[src/rtl/ustat_pkg.sv]
package ustat_pkg;
  localparam int REG_W   = 8;
  localparam int NUM_SRC = 4;
  localparam int SEL_W   = $clog2(NUM_SRC);
  localparam int NUM_DIR = 2;
  localparam int TX_DIR  = 0;
  localparam int RX_DIR  = 1;

  // Strobes from control to datapath
  typedef struct packed {
    logic setFrame;
    logic setOverrun;
    logic setCollision;
    logic clrFrame;
    logic clrOverrun;
    logic clrCollision;
    logic cfgWrite;
    logic [NUM_DIR-1:0] selChange;
  } ctlStrobes_t;
endpackage

[src/rtl/ustat_tickgen.sv]
module ustat_tickgen
  import ustat_pkg::*;
#(
  parameter int NSRC = NUM_SRC,
  localparam int SW = $clog2(NSRC)
) (
  input  logic            clk,
  input  logic            rstN,
  input  logic [NSRC-1:0] ovf,
  input  logic [SW-1:0]   sel,
  input  logic            halveOff,
  input  logic            clrToggle,
  output logic            tick
);
  logic toggleQ;
  logic selPulse;

  assign selPulse = ovf[sel];

  always_ff @(posedge clk) begin
    if (!rstN || clrToggle) begin
      toggleQ <= 1'b0;
      tick    <= 1'b0;
    end else begin
      if (halveOff) begin
        tick <= selPulse;
      end else begin
        tick <= selPulse & toggleQ;
        if (selPulse) toggleQ <= ~toggleQ;
      end
    end
  end
endmodule

[src/rtl/ustat_ctrl.sv]
module ustat_ctrl
  import ustat_pkg::*;
(
  input  logic                     clk,
  input  logic                     rstN,
  input  logic                     regWrEn,
  input  logic [REG_W-1:0]         regWrData,
  input  logic [NUM_DIR*SEL_W-1:0] curSel,
  input  logic                     stopSampleValid,
  input  logic                     stopSampleBit,
  input  logic                     rxByteLatched,
  input  logic                     rxBufRead,
  input  logic                     txBufWrite,
  input  logic                     txBusy,
  output ctlStrobes_t              strb
);
  logic rxUnread;

  always_ff @(posedge clk) begin
    if (!rstN) rxUnread <= 1'b0;
    else if (rxByteLatched) rxUnread <= 1'b1;
    else if (rxBufRead) rxUnread <= 1'b0;
  end

  always_comb begin
    strb              = '0;
    strb.setFrame     = stopSampleValid & ~stopSampleBit;
    strb.setOverrun   = rxByteLatched & rxUnread & ~rxBufRead;
    strb.setCollision = txBufWrite & txBusy;
    strb.clrFrame     = regWrEn & ~regWrData[7];
    strb.clrOverrun   = regWrEn & ~regWrData[6];
    strb.clrCollision = regWrEn & ~regWrData[5];
    strb.cfgWrite     = regWrEn;
    // selector field of direction d sits at bits [(NUM_DIR-d)*SEL_W-1 -: SEL_W]
    for (int d = 0; d < NUM_DIR; d++) begin
      strb.selChange[d] = regWrEn &
        (regWrData[(NUM_DIR-d)*SEL_W-1 -: SEL_W] != curSel[(NUM_DIR-d)*SEL_W-1 -: SEL_W]);
    end
  end
endmodule

[src/rtl/ustat_dp.sv]
module ustat_dp
  import ustat_pkg::*;
(
  input  logic                     clk,
  input  logic                     rstN,
  input  ctlStrobes_t              strb,
  input  logic [REG_W-1:0]         regWrData,
  input  logic [NUM_SRC-1:0]       tmrOvf,
  output logic [NUM_DIR*SEL_W-1:0] curSel,
  output logic [REG_W-1:0]         regRdData,
  output logic [NUM_DIR-1:0]       ticks
);
  localparam int CFG_W = NUM_DIR*SEL_W + 1;

  logic frameQ, overrunQ, collisionQ;
  logic [CFG_W-1:0] cfgQ;

  always_ff @(posedge clk) begin
    if (!rstN) begin
      frameQ     <= 1'b0;
      overrunQ   <= 1'b0;
      collisionQ <= 1'b0;
      cfgQ       <= '0;
    end else begin
      if (strb.setFrame)          frameQ <= 1'b1;
      else if (strb.clrFrame)     frameQ <= 1'b0;
      if (strb.setOverrun)        overrunQ <= 1'b1;
      else if (strb.clrOverrun)   overrunQ <= 1'b0;
      if (strb.setCollision)      collisionQ <= 1'b1;
      else if (strb.clrCollision) collisionQ <= 1'b0;
      if (strb.cfgWrite)          cfgQ <= regWrData[CFG_W-1:0];
    end
  end

  assign curSel    = cfgQ[NUM_DIR*SEL_W-1:0];
  assign regRdData = {frameQ, overrunQ, collisionQ, cfgQ};

  for (genvar d = 0; d < NUM_DIR; d++) begin : g_dir
    ustat_tickgen #(.NSRC(NUM_SRC)) tick_i (
      .clk      (clk),
      .rstN     (rstN),
      .ovf      (tmrOvf),
      .sel      (cfgQ[(NUM_DIR-d)*SEL_W-1 -: SEL_W]),
      .halveOff (cfgQ[CFG_W-1]),
      .clrToggle(strb.selChange[d]),
      .tick     (ticks[d])
    );
  end
endmodule

[src/rtl/ustat_sel_top.sv]
module ustat_sel_top
  import ustat_pkg::*;
(
  input  logic               clk,
  input  logic               rstN,
  input  logic               regWrEn,
  input  logic [REG_W-1:0]   regWrData,
  output logic [REG_W-1:0]   regRdData,
  input  logic [NUM_SRC-1:0] tmrOvf,
  input  logic               stopSampleValid,
  input  logic               stopSampleBit,
  input  logic               rxByteLatched,
  input  logic               rxBufRead,
  input  logic               txBufWrite,
  input  logic               txBusy,
  output logic               txTick,
  output logic               rxTick
);
  ctlStrobes_t strb;
  logic [NUM_DIR*SEL_W-1:0] curSel;
  logic [NUM_DIR-1:0] ticks;

  ustat_ctrl ctrl_i (
    .clk(clk), .rstN(rstN), .regWrEn(regWrEn), .regWrData(regWrData),
    .curSel(curSel), .stopSampleValid(stopSampleValid),
    .stopSampleBit(stopSampleBit), .rxByteLatched(rxByteLatched),
    .rxBufRead(rxBufRead), .txBufWrite(txBufWrite), .txBusy(txBusy),
    .strb(strb)
  );

  ustat_dp dp_i (
    .clk(clk), .rstN(rstN), .strb(strb), .regWrData(regWrData),
    .tmrOvf(tmrOvf), .curSel(curSel), .regRdData(regRdData), .ticks(ticks)
  );

  assign txTick = ticks[TX_DIR];
  assign rxTick = ticks[RX_DIR];
endmodule

[config.mk]
export PLATFORM = sky130hd
export DESIGN_NAME = ustat_sel_top
export DESIGN_NICKNAME = d
export VERILOG_FILES = /design/src/rtl/ustat_pkg.sv /design/src/rtl/ustat_tickgen.sv /design/src/rtl/ustat_ctrl.sv /design/src/rtl/ustat_dp.sv /design/src/rtl/ustat_sel_top.sv
export SDC_FILE = /design/constraint.sdc
export NUM_CORES = 1
export LEC_CHECK = 0
export ABC_AREA = 1
export BUFFER_PORTS_ARGS = -buffer_cell sky130_fd_sc_hd__buf_2
export CAP_MARGIN = 20
export CORE_UTILIZATION = 43
export CTS_CLUSTER_DIAMETER = 120
export CTS_CLUSTER_SIZE = 10
export DETAILED_ROUTE_END_ITERATION = 8
export GPL_ROUTABILITY_DRIVEN = 0
export GPL_TIMING_DRIVEN = 0
export PLACE_DENSITY_LB_ADDON = 0.25
export SYNTH_ARGS = -nofsm -noshare
export SYNTH_HDL_FRONTEND = slang
export SYNTH_SLANG_ARGS = --single-unit
[constraint.sdc]
create_clock -name clk -period 1.13 [get_ports clk]
set_input_delay 0.1695 -clock clk [delete_from_list [all_inputs] [get_ports clk]]
set_output_delay 0.1695 -clock clk [all_outputs]
set_load 0.01 [all_outputs]
# After elaboration in Yosys (flattened, before gate mapping)
# Index checks and enable logic that the tools add are counted.
dict set report word_totals {
  ff_bits 13
  latch_bits 0
  ram_bits 0
  romBits 0
  output_inout_bits 10
  word_cells 55
  memories 0
}
dict set report classes {
  add_sub_neg 0
  mul 0
  div 0
  magnitude_cmp 2
  eq_ne 2
  shift 0
  n_mux 14
  bitwise 19
  n_reduce_logical 9
}
# cell count
set op_table {}
lappend op_table {{$mux 1} 12}
lappend op_table {{$and 1x1->1} 11}
lappend op_table {{$not 1->1} 8}
lappend op_table {{$reduce_bool 2->1} 4}
lappend op_table {{$lt 2x3->1 const B} 2}
lappend op_table {{$bmux 1 s2} 2}
lappend op_table {{$ne 2x2->1} 2}
lappend op_table {{$reduce_and 2->1} 2}
lappend op_table {{$logic_or 1x1->1} 2}
lappend op_table {{$logic_not 1->1} 1}

# Depth between registers and ports, before layout
dict set report depth {
  ltp_word 4
  mapped_depth 7
  depth_no_buf 7
}

# Cells and area by module
# From an unflattened synthesis, not the netlist that was laid out.
dict set report hier_totals {
  cells_unflattened 127
  hier_area_um2 779.5
}
# module instances cells_each area_per_inst_um2 seq_area_each_um2
set modules_own_cells {}
lappend modules_own_cells {ustat_dp 1 44 331.6 160.2}
lappend modules_own_cells {ustat_tickgen 2 23 141.4 40.0}
lappend modules_own_cells {ustat_ctrl 1 37 165.2 20.0}

# Least setup slack after synthesis
# OpenSTA, ideal clock, no wires.
dict set report synth_timing {
  path_kind {register to register}
  startpoint {reg dp_i.cfgQ[2]}
  endpoint {reg dp_i.g_dir[0].tick_i.toggleQ}
  setup_time_ns 0.113
  arrival_ns 0.850
  t_required_ns 1.017
  path_slack_ns 0.167
  path_stages_with_launch 8
  path_buffers 0
  synth_period_minus_slack_ns 0.963
  cell_sequence {dfxtp_1 > inv_1 > nand2_1 > nand3_2 > nand3_1 > nand2_1 > nand2_1 > nor2_2}
}
dict set report synth_between {
  elab_chain_cells 3
}
# element line_no
set synth_lines {}
lappend synth_lines {{start: declaration} ustat_dp.sv:16} ;# logic [CFG_W-1:0] cfgQ;
lappend synth_lines {{start signal: assignment} ustat_dp.sv:31} ;# if (strb.cfgWrite) cfgQ <= regWrData[CFG_W-1:0];
lappend synth_lines {{$bmux 1 s2 or $ne 2x2->1 (tied branches)} {ustat_tickgen.sv:18, ustat_ctrl.sv:37}}
lappend synth_lines {{$mux 1 (not written as such) or $and 1x1->1 (tied branches)} {ustat_tickgen.sv:18, ustat_ctrl.sv:36}}
lappend synth_lines {{$reduce_and 2->1 (no source line) or $logic_or 1x1->1 (tied branches)} -}
lappend synth_lines {{end signal: assignment} ustat_tickgen.sv:29} ;# if (selPulse) toggleQ <= ~toggleQ;
lappend synth_lines {{end: declaration} ustat_tickgen.sv:15} ;# logic toggleQ;
# Parallel ways exist; a longest one is shown, timed or not. The select of a mux whose other input is x is not followed.
# A chain may end at the register's enable or synchronous reset.

# Worst setup path in the final report
dict set report layout_timing {
  startpoint {reg dp_i.cfgQ[4]}
  endpoint {out regRdData[4]}
}
# element line_no
set layout_rtl {}
lappend layout_rtl {{end: declaration} ustat_sel_top.sv:8} ;# output logic [REG_W-1:0] regRdData,
# No word-level cell between the ends.

==> summary.md <==
| Metric | Value |
|---|---|
| Outcome | `finished clean` |
| Final setup viols | `0` |
| Kind of critical path | `flop to primary output` |
| Total power | `1.01 mW` |
| CP delay by family, top | `flip-flops` |
| Tcrit/Tclk final | `93.0%` |
| Synth unique cells | `15` |
| Crit path time final | `1.05 ns` |
| Power Density | `1200 nW/um^2` |
| Startpoint type of the worst setup path | `flop` |
| Via/cell ratio | `4.74` |
| CP Cell Sequence | `buf_4 > buf_2` |
| Worst skew pair latency | `0.27 ns` |
| Internal reg-to-reg setup slack | `0.14 ns` |
| Vias in the first global route | `543` |
| I/O pins | `31` |
| Gr busiest metal | `met2` |
| Slew Viols, Final | `0` |
| Filler cells | `128` |
| Hold Buf Count CTS | `0` |
| Core Box Area | `1350 um^2` |
| Post-synthesis average cell area | `7.09 um^2` |
| First-pass DRT Iterations | `2` |
| Max H-tree Level | `1` |
| Buffer and inverter count on the worst path | `2` |
| Setup TNS | `0 ns` |
| Via count | `669` |
| Worst Tran Pin Value | `0.210 ns` |
| First-pass GRT wire length | `1.91 mm` |
| Cells after Synth | `92` |
| Die Span Y | `40.9 um` |
| Number of buffers created by CTS | `3` |
| # rows | `13` |
| Full die area | `1680 um^2` |
| Worst supply voltage drop on vdd | `725 uV` |
| Pin count of the biggest net entering global routing | `10` |
| Critical Path RT | `0.96 ns` |
| Avg WL per Cell | `9.58 um` |
| Clk Tree Root Cell | `clkbuf_4` |
| TritonCTS clock tree | `yes` |
| Slowest stage cell, crit path | `dfxtp_1` |
| Synthesized flop and latch total | `13` |
| Initial Util | `48.3%` |
| Met1 Usage GRT | `16.8%` |
| Seq/Total Area, Yosys | `39.9%` |
| Fin. Hold Viols | `0` |
| Number of port buffers | `30` |
| First DRT Iteration DRCs | `7` |
| Antenna fix cells | `0` |
| Cts repair resizes | `0` |
| Crit Path Max Fanout | `4` |
| Most frequent cells in the layout | `buf_2 (30), nand2_1 (27), dfxtp_1 (13)` |
| Residual DRC count | `0` |
| Setup crit end kind | `primary output` |
| Initial antenna violation count | `0` |
| Worst hold path type | `input port to flop` |
| DPL Wire Length | `1.05 mm` |
| Max incr delay on CP | `0.38 ns` |
| Crit path arrival time | `0.88 ns` |
| Rel. slew slack | `86.0%` |
| Yosys warns | `0` |
| Deepest clock path buffer count | `2` |
| Number of routed nets with antenna violations | `0` |
| Maximum clock rate | `0.951 GHz` |
| Nets@finish | `148` |
| Synth Net Count | `113` |
| Clock-pin slew on the worst setup and hold paths | `0.08 ns` |
| Die width | `40.9 um` |
| Met3 usage | `3.26%` |
| Clock Skew | `0.00178 ns` |
| Total congestion overflow | `0` |
| Area grow syn2layout | `29.9%` |
| Final wirelength | `1.35 mm` |
| Postcts setup bufs | `0` |
| Leading cell type in the layout, fill and taps excluded | `buf_2` |
| Layout cells sized above 1 | `36.5%` |
| Gr usage total | `17.9%` |
| CTS Sinks | `13` |
| Max-cap violations | `0` |
| Mapped Area | `652 um^2` |
| Met2 Usage GRT | `34.0%` |
| Leakage | `0.453 nW` |
| RSZ-0062 raised after global routing | `no` |
## cell families after synthesis
kind of cell,synth area share [%]
xor gates and xnor gates,2.69
and+or+nand+nor,31.1
DFF,39.9
AOI/OAI and AO/OA,14.2
buffers and inverters,12.1
## final timing paths
path                             startpoint                                        end  cells after the start
setup / recovery  dp_i.cfgQ[4]$_SDFFE_PN0P_                               regRdData[4]                      2
hold / removal                stopSampleBit                   dp_i.frameQ$_SDFFE_PN0P_                      4
setup reg to reg  dp_i.cfgQ[0]$_SDFFE_PN0P_  dp_i.g_dir[1].tick_i.toggleQ$_SDFFE_PP0P_                      7
hold reg to reg    dp_i.frameQ$_SDFFE_PN0P_                   dp_i.frameQ$_SDFFE_PN0P_                      2
## power by group
| group | total (mW) | internal [mW] | switching (mW) |
|---|---|---|---|
| Clock | 0.285 | 0.137 | 0.148 |
| Sequential | 0.513 | 0.489 | 0.0249 |
| Combinational | 0.215 | 0.0990 | 0.116 |
| Total | 1.01 | 0.724 | 0.288 |
## per-layer routing
layer / vias up / part of all wire, %
met5: - / 0
met4: 0 / 1.3
met3: 2 / 5.6
met2: 20 / 49
met1: 281 / 44
li1: 366 / -
## final cells by class
cell class              count  area [um^2]  share of cell area, %
plain buffers               4         30.0                   3.55
clock buffers               4         26.3                   3.10
inverters                  13         48.8                   5.76
multi-input cells          62          313                   36.9
flip-flops and latches     13          260                   30.7
well taps                  15         18.8                   2.22
repair buffers             30          150                   17.7
## registers in the layout, indices dropped and copies added (netlist names)
name and flops:
dp_i.frameQ 1, dp_i.collisionQ 1, ctrl_i.rxUnread 1, dp_i.g_dir.tick_i.tick 2, dp_i.g_dir.tick_i.toggleQ 2, dp_i.overrunQ 1
dp_i.cfgQ 5
## stage by stage
step                      hold WS, ns  utilization (%)  cells  worst slack, ns  cell area (um^2)
final                           0.140             62.7    141           0.0790               847
after global routing            0.158             62.7    141           0.0351               847
after CTS                       0.132             62.7    141           0.0743               847
after detailed placement        0.427             60.8    137            0.147               821
after global placement          0.390             60.8    137            0.174               821
after floorplan                 0.259                -     92            0.167               652
## synth_stat cells
| library cell | count | area, um^2 |
|---|---|---|
| nand2_1 | 27 | 101 |
| dfxtp_1 | 13 | 260 |
| inv_1 | 11 | 41.3 |
| a21oi_1 | 9 | 45.0 |
| o21ai_0 | 8 | 40.0 |
| buf_4 | 4 | 30.0 |
| nand3_2 | 4 | 40.0 |
| nand3_1 | 3 | 15.0 |
| nor2_1 | 3 | 11.3 |
| inv_2 | 2 | 7.51 |
| nand4_1 | 2 | 12.5 |
| nor2_2 | 2 | 12.5 |
| xnor2_1 | 2 | 17.5 |
| nor3_2 | 1 | 10.0 |
| o211ai_1 | 1 | 7.51 |
## worst reg2reg max path: cells and delay by family, from the launching register on
kind                   cells  cell delay [ns]
DFF                        1             0.43
and+or+nand+nor            6             0.38
buffers and inverters      1             0.07
No activity file was read; power rests on OpenSTA's default activity.
